### src/rtl/smem_pkg.sv
// smem_pkg: operation codes and classification helpers shared by the
// scalar memory request tracker and its checker.
package smem_pkg;

    typedef enum logic [1:0] {
        OP_LOAD     = 2'd0,
        OP_STORE    = 2'd1,
        OP_ATOM_RET = 2'd2,
        OP_ATOM_NR  = 2'd3
    } smem_op_e;

    localparam int OP_W = 2;

    // Load class: everything except a plain store.
    function automatic logic is_ld_class(input logic [1:0] op);
        return op != OP_STORE;
    endfunction

    // Operations that write the scalar register file at retire.
    function automatic logic needs_rf(input logic [1:0] op);
        return (op == OP_LOAD) || (op == OP_ATOM_RET);
    endfunction

    // Operations tracked as pending reads.
    function automatic logic counts_rd(input logic [1:0] op);
        return op != OP_STORE;
    endfunction

    // Operations tracked as pending writes.
    function automatic logic counts_wr(input logic [1:0] op);
        return op != OP_LOAD;
    endfunction

endpackage

### src/rtl/smem_fifo.sv
// smem_fifo: synchronous single-clock FIFO with show-ahead output.
// Assumes DEPTH >= 2. A push while full and a pop while empty are ignored.
module smem_fifo #(
    parameter int W     = 8,
    parameter int DEPTH = 4
) (
    input  logic         clk,
    input  logic         rst_n,
    input  logic         push,
    input  logic [W-1:0] din,
    input  logic         pop,
    output logic [W-1:0] dout,
    output logic         empty,
    output logic         full
);
    localparam int AW = (DEPTH > 1) ? $clog2(DEPTH) : 1;
    localparam int CNT_W = $clog2(DEPTH + 1);

    logic [W-1:0]     mem_q [DEPTH];
    logic [AW-1:0]    wr_ptr_q;
    logic [AW-1:0]    rd_ptr_q;
    logic [CNT_W-1:0] cnt_q;

    logic do_push;
    logic do_pop;

    assign empty   = (cnt_q == '0);
    assign full    = (cnt_q == CNT_W'(DEPTH));
    assign do_push = push && !full;
    assign do_pop  = pop && !empty;
    assign dout    = mem_q[rd_ptr_q];

    // Store an accepted entry at the write pointer.
    always_ff @(posedge clk) begin
        if (do_push) begin
            mem_q[wr_ptr_q] <= din;
        end
    end

    // Advance pointers and occupancy.
    always_ff @(posedge clk) begin
        if (!rst_n) begin
            wr_ptr_q <= '0;
            rd_ptr_q <= '0;
            cnt_q    <= '0;
        end else begin
            if (do_push) begin
                wr_ptr_q <= (wr_ptr_q == AW'(DEPTH - 1)) ? '0 : wr_ptr_q + 1'b1;
            end
            if (do_pop) begin
                rd_ptr_q <= (rd_ptr_q == AW'(DEPTH - 1)) ? '0 : rd_ptr_q + 1'b1;
            end
            cnt_q <= cnt_q + CNT_W'(do_push) - CNT_W'(do_pop);
        end
    end

endmodule

### src/rtl/smem_hold_timer.sv
// smem_hold_timer: down-counter marking a resource busy for a loaded
// number of cycles. A load of zero leaves the resource free.
module smem_hold_timer #(
    parameter int HOLD_W = 4
) (
    input  logic              clk,
    input  logic              rst_n,
    input  logic              load,
    input  logic [HOLD_W-1:0] val,
    output logic              busy
);
    logic [HOLD_W-1:0] cnt_q;

    assign busy = (cnt_q != '0);

    // Reload on a retire, otherwise count down to zero.
    always_ff @(posedge clk) begin
        if (!rst_n) begin
            cnt_q <= '0;
        end else if (load) begin
            cnt_q <= val;
        end else if (busy) begin
            cnt_q <= cnt_q - 1'b1;
        end
    end

endmodule

### src/rtl/smem_wf_counters.sv
// smem_wf_counters: per-wavefront pending read, write and total counts.
// Assumes CW is wide enough for the queues and caps in use, so no wrap.
module smem_wf_counters
    import smem_pkg::*;
#(
    parameter int NUM_WF = 4,
    parameter int WF_W   = 2,
    parameter int CW     = 4
) (
    input  logic                 clk,
    input  logic                 rst_n,
    input  logic                 inc_valid,
    input  logic [WF_W-1:0]      inc_wf,
    input  logic [1:0]           inc_op,
    input  logic                 dec_valid,
    input  logic [WF_W-1:0]      dec_wf,
    input  logic [1:0]           dec_op,
    output logic [NUM_WF*CW-1:0] rd_cnt,
    output logic [NUM_WF*CW-1:0] wr_cnt,
    output logic [NUM_WF*CW-1:0] tot_cnt
);
    for (genvar w = 0; w < NUM_WF; w++) begin : g_wf
        logic [CW-1:0] rd_q;
        logic [CW-1:0] wr_q;
        logic [CW-1:0] tot_q;
        logic inc_hit;
        logic dec_hit;

        assign inc_hit = inc_valid && (inc_wf == WF_W'(w));
        assign dec_hit = dec_valid && (dec_wf == WF_W'(w));

        // Apply issue increments and retire decrements for this wavefront.
        always_ff @(posedge clk) begin
            if (!rst_n) begin
                rd_q  <= '0;
                wr_q  <= '0;
                tot_q <= '0;
            end else begin
                tot_q <= tot_q + CW'(inc_hit) - CW'(dec_hit);
                rd_q  <= rd_q + CW'(inc_hit && counts_rd(inc_op))
                              - CW'(dec_hit && counts_rd(dec_op));
                wr_q  <= wr_q + CW'(inc_hit && counts_wr(inc_op))
                              - CW'(dec_hit && counts_wr(dec_op));
            end
        end

        assign rd_cnt[w*CW +: CW]  = rd_q;
        assign wr_cnt[w*CW +: CW]  = wr_q;
        assign tot_cnt[w*CW +: CW] = tot_q;
    end

endmodule

### src/rtl/smem_tracker.sv
// smem_tracker: in-order issue of scalar memory requests with separate
// load-class and store in-flight caps, two returned queues with load
// priority at retire, retire gating on register file, return bus and
// memory unit, and per-wavefront pending counters.
// Assumes memory echoes op, wavefront and hold on each response.
module smem_tracker
    import smem_pkg::*;
#(
    parameter int NUM_WF   = 4,
    parameter int IQ_DEPTH = 4,
    parameter int RQ_DEPTH = 4,
    parameter int QSZ      = 2,
    parameter int HOLD_W   = 4,
    parameter int CW       = 4,
    parameter int WF_W     = (NUM_WF > 1) ? $clog2(NUM_WF) : 1,
    parameter int IF_W     = $clog2(QSZ + 1)
) (
    input  logic                 clk,
    input  logic                 rst_n,
    input  logic                 iss_valid,
    input  logic [1:0]           iss_op,
    input  logic [WF_W-1:0]      iss_wf,
    input  logic [HOLD_W-1:0]    iss_hold,
    output logic                 iss_full,
    output logic                 mem_req_valid,
    input  logic                 mem_req_ready,
    output logic [1:0]           mem_req_op,
    output logic [WF_W-1:0]      mem_req_wf,
    output logic [HOLD_W-1:0]    mem_req_hold,
    input  logic                 mem_rsp_valid,
    output logic                 mem_rsp_ready,
    input  logic [1:0]           mem_rsp_op,
    input  logic [WF_W-1:0]      mem_rsp_wf,
    input  logic [HOLD_W-1:0]    mem_rsp_hold,
    input  logic                 rf_wr_ok,
    input  logic                 coissue,
    output logic                 ret_valid,
    output logic [1:0]           ret_op,
    output logic [WF_W-1:0]      ret_wf,
    output logic [IF_W-1:0]      ld_inflight,
    output logic [IF_W-1:0]      st_inflight,
    output logic [NUM_WF*CW-1:0] rd_cnt,
    output logic [NUM_WF*CW-1:0] wr_cnt,
    output logic [NUM_WF*CW-1:0] tot_cnt
);
    localparam int ENT_W = OP_W + WF_W + HOLD_W;

    // Issue queue
    logic             iq_push;
    logic             iq_empty;
    logic [ENT_W-1:0] iq_dout;
    logic             head_ld;
    logic             send;

    // Returned queues
    logic             rsp_to_st;
    logic             ldq_push, stq_push;
    logic             ldq_pop, stq_pop;
    logic             ldq_empty, stq_empty;
    logic             ldq_full, stq_full;
    logic [ENT_W-1:0] ldq_dout, stq_dout;

    // Retire candidate
    logic              use_ld;
    logic              cand_valid;
    logic [ENT_W-1:0]  cand;
    logic [1:0]        cand_op;
    logic [WF_W-1:0]   cand_wf;
    logic [HOLD_W-1:0] cand_hold;
    logic              ret_fire;
    logic              bus_busy;
    logic              unit_busy;

    logic [IF_W-1:0] ld_if_q;
    logic [IF_W-1:0] st_if_q;

    assign iq_push = iss_valid && !iss_full;

    smem_fifo #(.W(ENT_W), .DEPTH(IQ_DEPTH)) iq_i (
        .clk   (clk),
        .rst_n (rst_n),
        .push  (iq_push),
        .din   ({iss_op, iss_wf, iss_hold}),
        .pop   (send),
        .dout  (iq_dout),
        .empty (iq_empty),
        .full  (iss_full)
    );

    assign {mem_req_op, mem_req_wf, mem_req_hold} = iq_dout;
    assign head_ld = is_ld_class(mem_req_op);

    // Present the head only if its class has room below the cap.
    always_comb begin
        if (iq_empty) begin
            mem_req_valid = 1'b0;
        end else if (head_ld) begin
            mem_req_valid = (ld_if_q < IF_W'(QSZ));
        end else begin
            mem_req_valid = (st_if_q < IF_W'(QSZ));
        end
    end

    assign send = mem_req_valid && mem_req_ready;

    // Route responses by the echoed op code.
    assign rsp_to_st     = (mem_rsp_op == OP_STORE);
    assign mem_rsp_ready = rsp_to_st ? !stq_full : !ldq_full;
    assign ldq_push      = mem_rsp_valid && !rsp_to_st && !ldq_full;
    assign stq_push      = mem_rsp_valid && rsp_to_st && !stq_full;

    smem_fifo #(.W(ENT_W), .DEPTH(RQ_DEPTH)) ldq_i (
        .clk   (clk),
        .rst_n (rst_n),
        .push  (ldq_push),
        .din   ({mem_rsp_op, mem_rsp_wf, mem_rsp_hold}),
        .pop   (ldq_pop),
        .dout  (ldq_dout),
        .empty (ldq_empty),
        .full  (ldq_full)
    );

    smem_fifo #(.W(ENT_W), .DEPTH(RQ_DEPTH)) stq_i (
        .clk   (clk),
        .rst_n (rst_n),
        .push  (stq_push),
        .din   ({mem_rsp_op, mem_rsp_wf, mem_rsp_hold}),
        .pop   (stq_pop),
        .dout  (stq_dout),
        .empty (stq_empty),
        .full  (stq_full)
    );

    // Candidate: returned-load head first, else returned-store head.
    assign use_ld     = !ldq_empty;
    assign cand_valid = !ldq_empty || !stq_empty;
    assign cand       = use_ld ? ldq_dout : stq_dout;
    assign {cand_op, cand_wf, cand_hold} = cand;

    assign ret_fire = cand_valid && !bus_busy
                   && (!needs_rf(cand_op) || rf_wr_ok)
                   && (coissue || !unit_busy);

    assign ldq_pop   = ret_fire && use_ld;
    assign stq_pop   = ret_fire && !use_ld;
    assign ret_valid = ret_fire;
    assign ret_op    = cand_op;
    assign ret_wf    = cand_wf;

    // Track load-class and store requests between send and retire.
    always_ff @(posedge clk) begin
        if (!rst_n) begin
            ld_if_q <= '0;
            st_if_q <= '0;
        end else begin
            ld_if_q <= ld_if_q + IF_W'(send && head_ld) - IF_W'(ldq_pop);
            st_if_q <= st_if_q + IF_W'(send && !head_ld) - IF_W'(stq_pop);
        end
    end

    assign ld_inflight = ld_if_q;
    assign st_inflight = st_if_q;

    smem_hold_timer #(.HOLD_W(HOLD_W)) bus_tmr_i (
        .clk   (clk),
        .rst_n (rst_n),
        .load  (ret_fire),
        .val   (cand_hold),
        .busy  (bus_busy)
    );

    smem_hold_timer #(.HOLD_W(HOLD_W)) unit_tmr_i (
        .clk   (clk),
        .rst_n (rst_n),
        .load  (ret_fire && !coissue),
        .val   (cand_hold),
        .busy  (unit_busy)
    );

    smem_wf_counters #(.NUM_WF(NUM_WF), .WF_W(WF_W), .CW(CW)) wfc_i (
        .clk       (clk),
        .rst_n     (rst_n),
        .inc_valid (iq_push),
        .inc_wf    (iss_wf),
        .inc_op    (iss_op),
        .dec_valid (ret_fire),
        .dec_wf    (cand_wf),
        .dec_op    (cand_op),
        .rd_cnt    (rd_cnt),
        .wr_cnt    (wr_cnt),
        .tot_cnt   (tot_cnt)
    );

endmodule

### config.mk
export PLATFORM = sky130hd
export DESIGN_NAME = smem_tracker
export DESIGN_NICKNAME = d
export VERILOG_FILES = /design/src/rtl/smem_pkg.sv /design/src/rtl/smem_fifo.sv /design/src/rtl/smem_hold_timer.sv /design/src/rtl/smem_wf_counters.sv /design/src/rtl/smem_tracker.sv
export SDC_FILE = /design/constraint.sdc
export NUM_CORES = 1
export LEC_CHECK = 0
export ABC_AREA = 0
export BUFFER_PORTS_ARGS = -buffer_cell sky130_fd_sc_hd__buf_2
export CELL_PAD_IN_SITES_DETAIL_PLACEMENT = 1
export CELL_PAD_IN_SITES_GLOBAL_PLACEMENT = 1
export CORE_UTILIZATION = 40
export DETAILED_ROUTE_END_ITERATION = 8
export MAX_ROUTING_LAYER = met4
export PLACE_DENSITY_LB_ADDON = 0.1
export SLEW_MARGIN = 20
export SYNTH_ARGS = -nofsm -noshare
export SYNTH_HDL_FRONTEND = slang
export SYNTH_SLANG_ARGS = --single-unit
### constraint.sdc
create_clock -name clk -period 3.82 [get_ports clk]
set_input_delay 0.382 -clock clk [delete_from_list [all_inputs] [get_ports clk]]
set_output_delay 0.382 -clock clk [all_outputs]
set_load 0.02 [all_outputs]
Word level (Yosys, flattened, before mapping)
Memories as Yosys holds them, arrays and structs flattened. A register that Yosys moved wholly into a read port is not among the register bits.
Cells that the tools add are included.
{"block": "op_classes", "add_sub_neg": 42, "multipliers": 0, "div_mod_pow": 0, "magnitude_cmp": 2, "eq_ne": 20, "n_shift": 0, "muxes": 26, "n_bitwise": 0, "n_reduce_logical": 72}
{"cell": "$add 4x1->4", "n": 12}
{"cell": "$sub 4x1->4", "n": 12}
{"cell": "$logic_and 1x1->1", "n": 44}
{"cell": "$mux 2", "n": 12}
{"cell": "$eq 2x2->1 const B", "n": 11}
{"cell": "$mux 4", "n": 4}
{"cell": "$add 2x1->2 const B", "n": 6}
{"cell": "$logic_not 1->1", "n": 12}
{"cell": "$add 3x1->3", "n": 3}
{"cell": "$eq 3x3->1 const B", "n": 3}
{"cell": "$logic_not 3->1", "n": 3}
{"cell": "$mux 1", "n": 9}
{"cell": "$sub 3x1->3", "n": 3}
{"cell": "$mux 8", "n": 1}
{"cell": "$reduce_bool 2->1", "n": 4}
{"cell": "$reduce_bool 4->1", "n": 2}
{"cell": "$sub 4x1->4 const B", "n": 2}
{"cell": "$eq 2x1->1 const B", "n": 3}
{"cell": "$logic_not 2->1", "n": 3}
{"cell": "$ne 2x1->1 const B", "n": 3}
{"cell": "$add 2x1->2", "n": 2}
{"cell": "$logic_or 1x1->1", "n": 4}
{"cell": "$lt 2x2->1 const B", "n": 2}
{"cell": "$sub 2x1->2", "n": 2}
{"block": "word_totals", "register_bits": 81, "latch_bits": 0, "ram_bits": 96, "romBits": 0, "input_bits": 23, "output_inout_bits": 68, "word_cells": 190, "mem_count": 3}
{"name": "iq_i.mem_q", "depth": 4, "word_bits": 8, "rd": 1, "rd_clocked_by_memory_dff": 1, "write_ports": 1, "line_no": "smem_fifo.sv:19", "source": "logic [W-1:0] mem_q [DEPTH];"}
{"name": "ldq_i.mem_q", "depth": 4, "word_bits": 8, "rd": 1, "rd_clocked_by_memory_dff": 1, "write_ports": 1, "line_no": "smem_fifo.sv:19"}
{"name": "stq_i.mem_q", "depth": 4, "word_bits": 8, "rd": 1, "rd_clocked_by_memory_dff": 1, "write_ports": 1, "line_no": "smem_fifo.sv:19"}

Logic depth before layout (Yosys ltp)
{"block": "depth", "depth_word": 12, "depth_mapped": 14, "ltp_nobuf": 13}

Cells and area by module
Synthesis repeated with hierarchy kept, for this count alone.
{"block": "unflattened", "cells_unflattened": 711, "hier_area_um2": 8849.7}
{"module": "smem_fifo", "n_inst": 3, "cells_per_inst": 95, "area_each_um2": 1659.1, "seq_area_each_um2": 1141.1}
{"module": "smem_wf_counters", "n_inst": 1, "cells_per_inst": 323, "area_each_um2": 2917.8, "seq_area_each_um2": 960.9}
{"module": "smem_tracker", "n_inst": 1, "cells_per_inst": 51, "area_each_um2": 491.7, "seq_area_each_um2": 80.1}
{"module": "smem_hold_timer", "n_inst": 2, "cells_per_inst": 26, "area_each_um2": 231.5, "seq_area_each_um2": 80.1}

Worst setup path after synthesis
No wires, ideal clock.
{"block": "synth_timing", "path_kind": "flip-flop to flip-flop", "startpoint": "register with a tool-made name", "endpoint": "register wfc_i.g_wf[1].wr_q[2]", "setup_ps": 128, "arrival_ps": 2901, "required_time_ps": 3692, "path_slack_ps": 791, "stages_incl_launch_ff": 13, "n_path_buf": 2, "period_less_slack_ps": 3029, "path_cell_list": "dfxtp_1 > buf_6 > mux4_2 > mux2_4 > o21ai_2 > buf_6 > nor3_1 > ha_1 > inv_1 > ha_1 > fa_1 > xnor2_1 > nor2_1"}
{"item": "end signal, assigned", "line_no": "smem_wf_counters.sv:42", "source": "wr_q <= wr_q + CW'(inc_hit && counts_wr(inc_op))"}
{"item": "end, declared", "line_no": "smem_wf_counters.sv:24", "source": "logic [CW-1:0] wr_q;"}

==> results by group <==
Timing
  • Setup TNS: 0 ps
  • Final setup violation count: 0
  • Max-slew headroom: 0.3807
  • Worst clock skew: 12.97 ps
  • Fin crit period: 3461 ps
  • Fin. Hold Viols: 0
  • Setup WS post-layout: 359.3 ps
  • RSZ-0062 raised after global routing: false
  • Fmax: 289.0 MHz
  • Final clock period utilization by the worst path: 0.9059
  • Worst slew pin tran: 921.1 ps
  • Final Slew Violations: 0

Cells and area
  • Fin area: 10210 um^2
  • Final net count: 920
  • Inserted Diodes: 0
  • Synthesis-to-finish area growth: 15.73%
  • FILL cells: 2204
  • Layout cell share with drive strength beyond 1: 0.2000

Logic synthesis
  • Synthesis Warnings: 0
  • Largest cells by area after synthesis: edfxtp_1 33%, dfxtp_1 20%, ha_1 11%, mux4_2 4.3%, inv_1 3.8%
  • Compound-Gate Fraction of Synth Area: 0.04086
  • Mapped Cells: 708
  • Synth Area in XOR/XNOR: 0.05065
  • Netlist Area Pre-Place: 8818 um^2
  • Top cells by count, synth: 96 x edfxtp_1, 89 x inv_1, 87 x dfxtp_1
  • Yosys reg bits: 183
  • Syn avg cell area: 12.46 um^2
  • Adder-cell area share of the yosys netlist: 0.1405
  • Largest family of logic cells by synthesized area: adder cells
  • Synth area leader: edfxtp_1
  • Share of Yosys cell area claimed by the top area cell type: 0.3269
  • Synth Area in Simple Gates: 0.1029
  • Multiplexer area fraction after synthesis: 0.08925
  • Most common flop cell mapped by yosys: edfxtp_1
  • Ys async rst share: 0
  • Post-synth EDFFs: 96
  • Post-Syn Nets: 821
  • Sequential-to-total area share from yosys stat: 0.5244
  • Synth cell types: 50
  • Leading cell type by number of instances after synthesis: edfxtp_1

GRT
  • Total grt overflow: 0
  • Gr busiest metal: met2
  • Largest net degree at the start of global routing: 44
  • Grt met1 use: 0.2018
  • Met3 Use GR: 0.03697
  • Global-route wire length before repair: 29.66 mm
  • Total global-route track usage: 0.1803
  • Vias in the first global route: 5839
  • Global routing usage on met2: 0.3251
  • Initial antenna violation count: 0

Floorplan
  • IO Count: 91
  • Die Span Y: 150.5 um
  • Core Area: 21290 um^2
  • Die Span X: 150.5 um
  • Cell Rows: 53
  • Starting Density: 0.4143
  • Total die area: 22640 um^2

Clock tree
  • Cts bufs inserted: 17
  • Longest Clk Path Bufs: 2
  • Worst skew pair latency: 440 ps
  • CTS tree: built
  • Htree depth: 4
  • PostCTS Resize Cnt: 0
  • CTS sink count: 183
  • Root buffer cell: clkbuf_16
  • CTS Hold Bufs: 0
  • Setup Fix Bufs, Post-CTS: 0
  • Worst-path clk slew: 80 ps

Critical path
  • Startpoint Class: flop
  • Worst path arrival time: 3770 ps
  • Kind of critical path: flop to flop
  • Crit-path max FO: 8
  • Cell Chain, Critical Path: mux4_2 > or3_2 > o31ai_1 > nor3_1 > ha_1 > inv_1 > ha_1 > inv_1 > fa_1 > xor2_1 > nor2_1
  • Max incr delay on CP: 610 ps
  • Worst Setup End Kind: flop
  • Slowest stage cell, crit path: dfxtp_1
  • Critical path required time: 4130 ps

Detailed routing
  • DRC: 0
  • Drt total wl: 18.47 mm
  • Vias: 5455
  • Drt first pass iters: 4
  • Via density: 4.982
  • Starting DRT DRC Count: 163
  • WL/cell: 16.87 um
  • Antenna viol nets, final: 0

Place
  • Pre-CTS setup slack: 315.2 ps
  • # port buffers: 90
  • GP Congestion: 0.7408
  • Placed cell areas: 9583 um^2
  • Post-DP HPWL: 13.70 mm

Power
  • Power density cells: 720.2 nW/um^2
  • Lkg Pwr: 4.269 nW
  • Peak VDD IR: 0.3456 mV

Job
  • Max-Cap Viols: 0

Outcome
  • Outcome: completed

Min path
  • Worst hold path type: primary input to flop
-- state kept, by name, indices dropped and copies added, names as in the netlist, named ones only --
| signal | flops |
|---|---|
| ldq_i.wr_ptr_q | 2 |
| unit_tmr_i.cnt_q | 4 |
| bus_tmr_i.cnt_q | 4 |
| ldq_i.cnt_q | 3 |
| wfc_i.g_wf.tot_q | 16 |
| st_inflight | 2 |
| wfc_i.g_wf.wr_q | 16 |
| ld_inflight | 2 |
| iq_i.cnt_q | 3 |
| iq_i.mem_q | 32 |
| iq_i.wr_ptr_q | 2 |
| stq_i.cnt_q | 3 |
| stq_i.mem_q | 32 |
| ldq_i.rd_ptr_q | 2 |
| stq_i.wr_ptr_q | 2 |
| iq_i.rd_ptr_q | 2 |
| ldq_i.mem_q | 32 |
| wfc_i.g_wf.rd_q | 16 |
| stq_i.rd_ptr_q | 2 |
-- final cells by class --
cell class                      count  area [um^2]  area share
Sequential cell                   183         4624      0.4531
Clock buffer                       17        425.4     0.04168
Timing Repair Buffer              102        540.5     0.05296
Clock inverter                     15        197.7     0.01937
Tap cell                          275        344.1     0.03371
Inverter                           89        334.1     0.03273
Multi-Input combinational cell    414         3740      0.3664
-- report_power, final --
| part | total (mW) | internal [mW] | leakage (nW) | switching [mW] |
|---|---|---|---|---|
| combinational | 2.86 | 1.27 | 2.38 | 1.59 |
| clock | 1.82 | 0.949 | 0.301 | 0.873 |
| sequential | 2.67 | 2.40 | 1.59 | 0.270 |
-- cells in the final DEF, fill, tap and decap left out, drive strengths merged, types with 4 or more instances in the layout --
master  synthesis  routed
buf             6     102
edfxtp         96      96
inv            89      96
dfxtp          87      87
ha             75      75
nor2           56      56
and2           36      36
xnor2          28      28
nor3           24      24
mux4           24      24
nand2          23      23
xor2           23      23
clkbuf         16      17
mux2i          16      16
a21oi          16      16
fa             15      15
a21o           12      12
or3            11      11
o21ai           8       8
nor3b           8       8
clkinv          0       7
mux2            5       5
nand2b          4       4
a31oi           4       4
-- metrics by stage --
step	total power [mW]	instances	hold slack (ps)	utilization
after floorplan	4.800	708	453.9	-
after global placement	5.451	1063	470.3	0.4502
after detailed placement	5.614	1063	485.8	0.4502
after CTS	7.462	1095	147.5	0.4795
after global routing	7.859	1095	148.0	0.4795
final	7.350	1095	159.1	0.4795
-- metal layers --
layer / vias to the layer above / share of wire
li1: 2640 / -
met1: 2729 / 0.44
met2: 70 / 0.52
met3: 16 / 0.026
met4: 0 / 0.011
met5: - / 0
-- critical path: cells and delay by family, from the launching register on --
kind / cells / cell delay, ps
AO/OA/AOI/OAI: 1 / 250
XOR/XNOR: 1 / 180
adder cells (fa/ha/maj): 3 / 860
buffers and inverters: 2 / 130
flip-flops: 1 / 610
multiplexers: 1 / 600
AND/OR/NAND/NOR: 3 / 700
-- cell families (layout without fill, tap and decap cells) --
family	after synthesis	in the layout
xor gates and xnor gates	51	51
muxes	45	45
and+or+nand+nor	174	174
buffers and inverters	111	223
AOI/OAI and AO/OA	54	54
adders and majority gates	90	90
DFF	183	183
-- worst paths after layout --
kind | startpoint | endpoint | slack (ps) | depth (start not counted)
setup / recovery | flop | wfc_i.g_wf[3].wr_q[2] | 360 | 11
setup reg to reg | flop | wfc_i.g_wf[3].wr_q[2] | 360 | 11
hold reg to reg | iq_i.rd_ptr_q[1] | iq_i.rd_ptr_q[1] | 490 | 2
hold / removal | iss_hold[2] | iq_i.mem_q[0][2] | 160 | 1
Note: power is estimated with default switching activity, not from simulation.
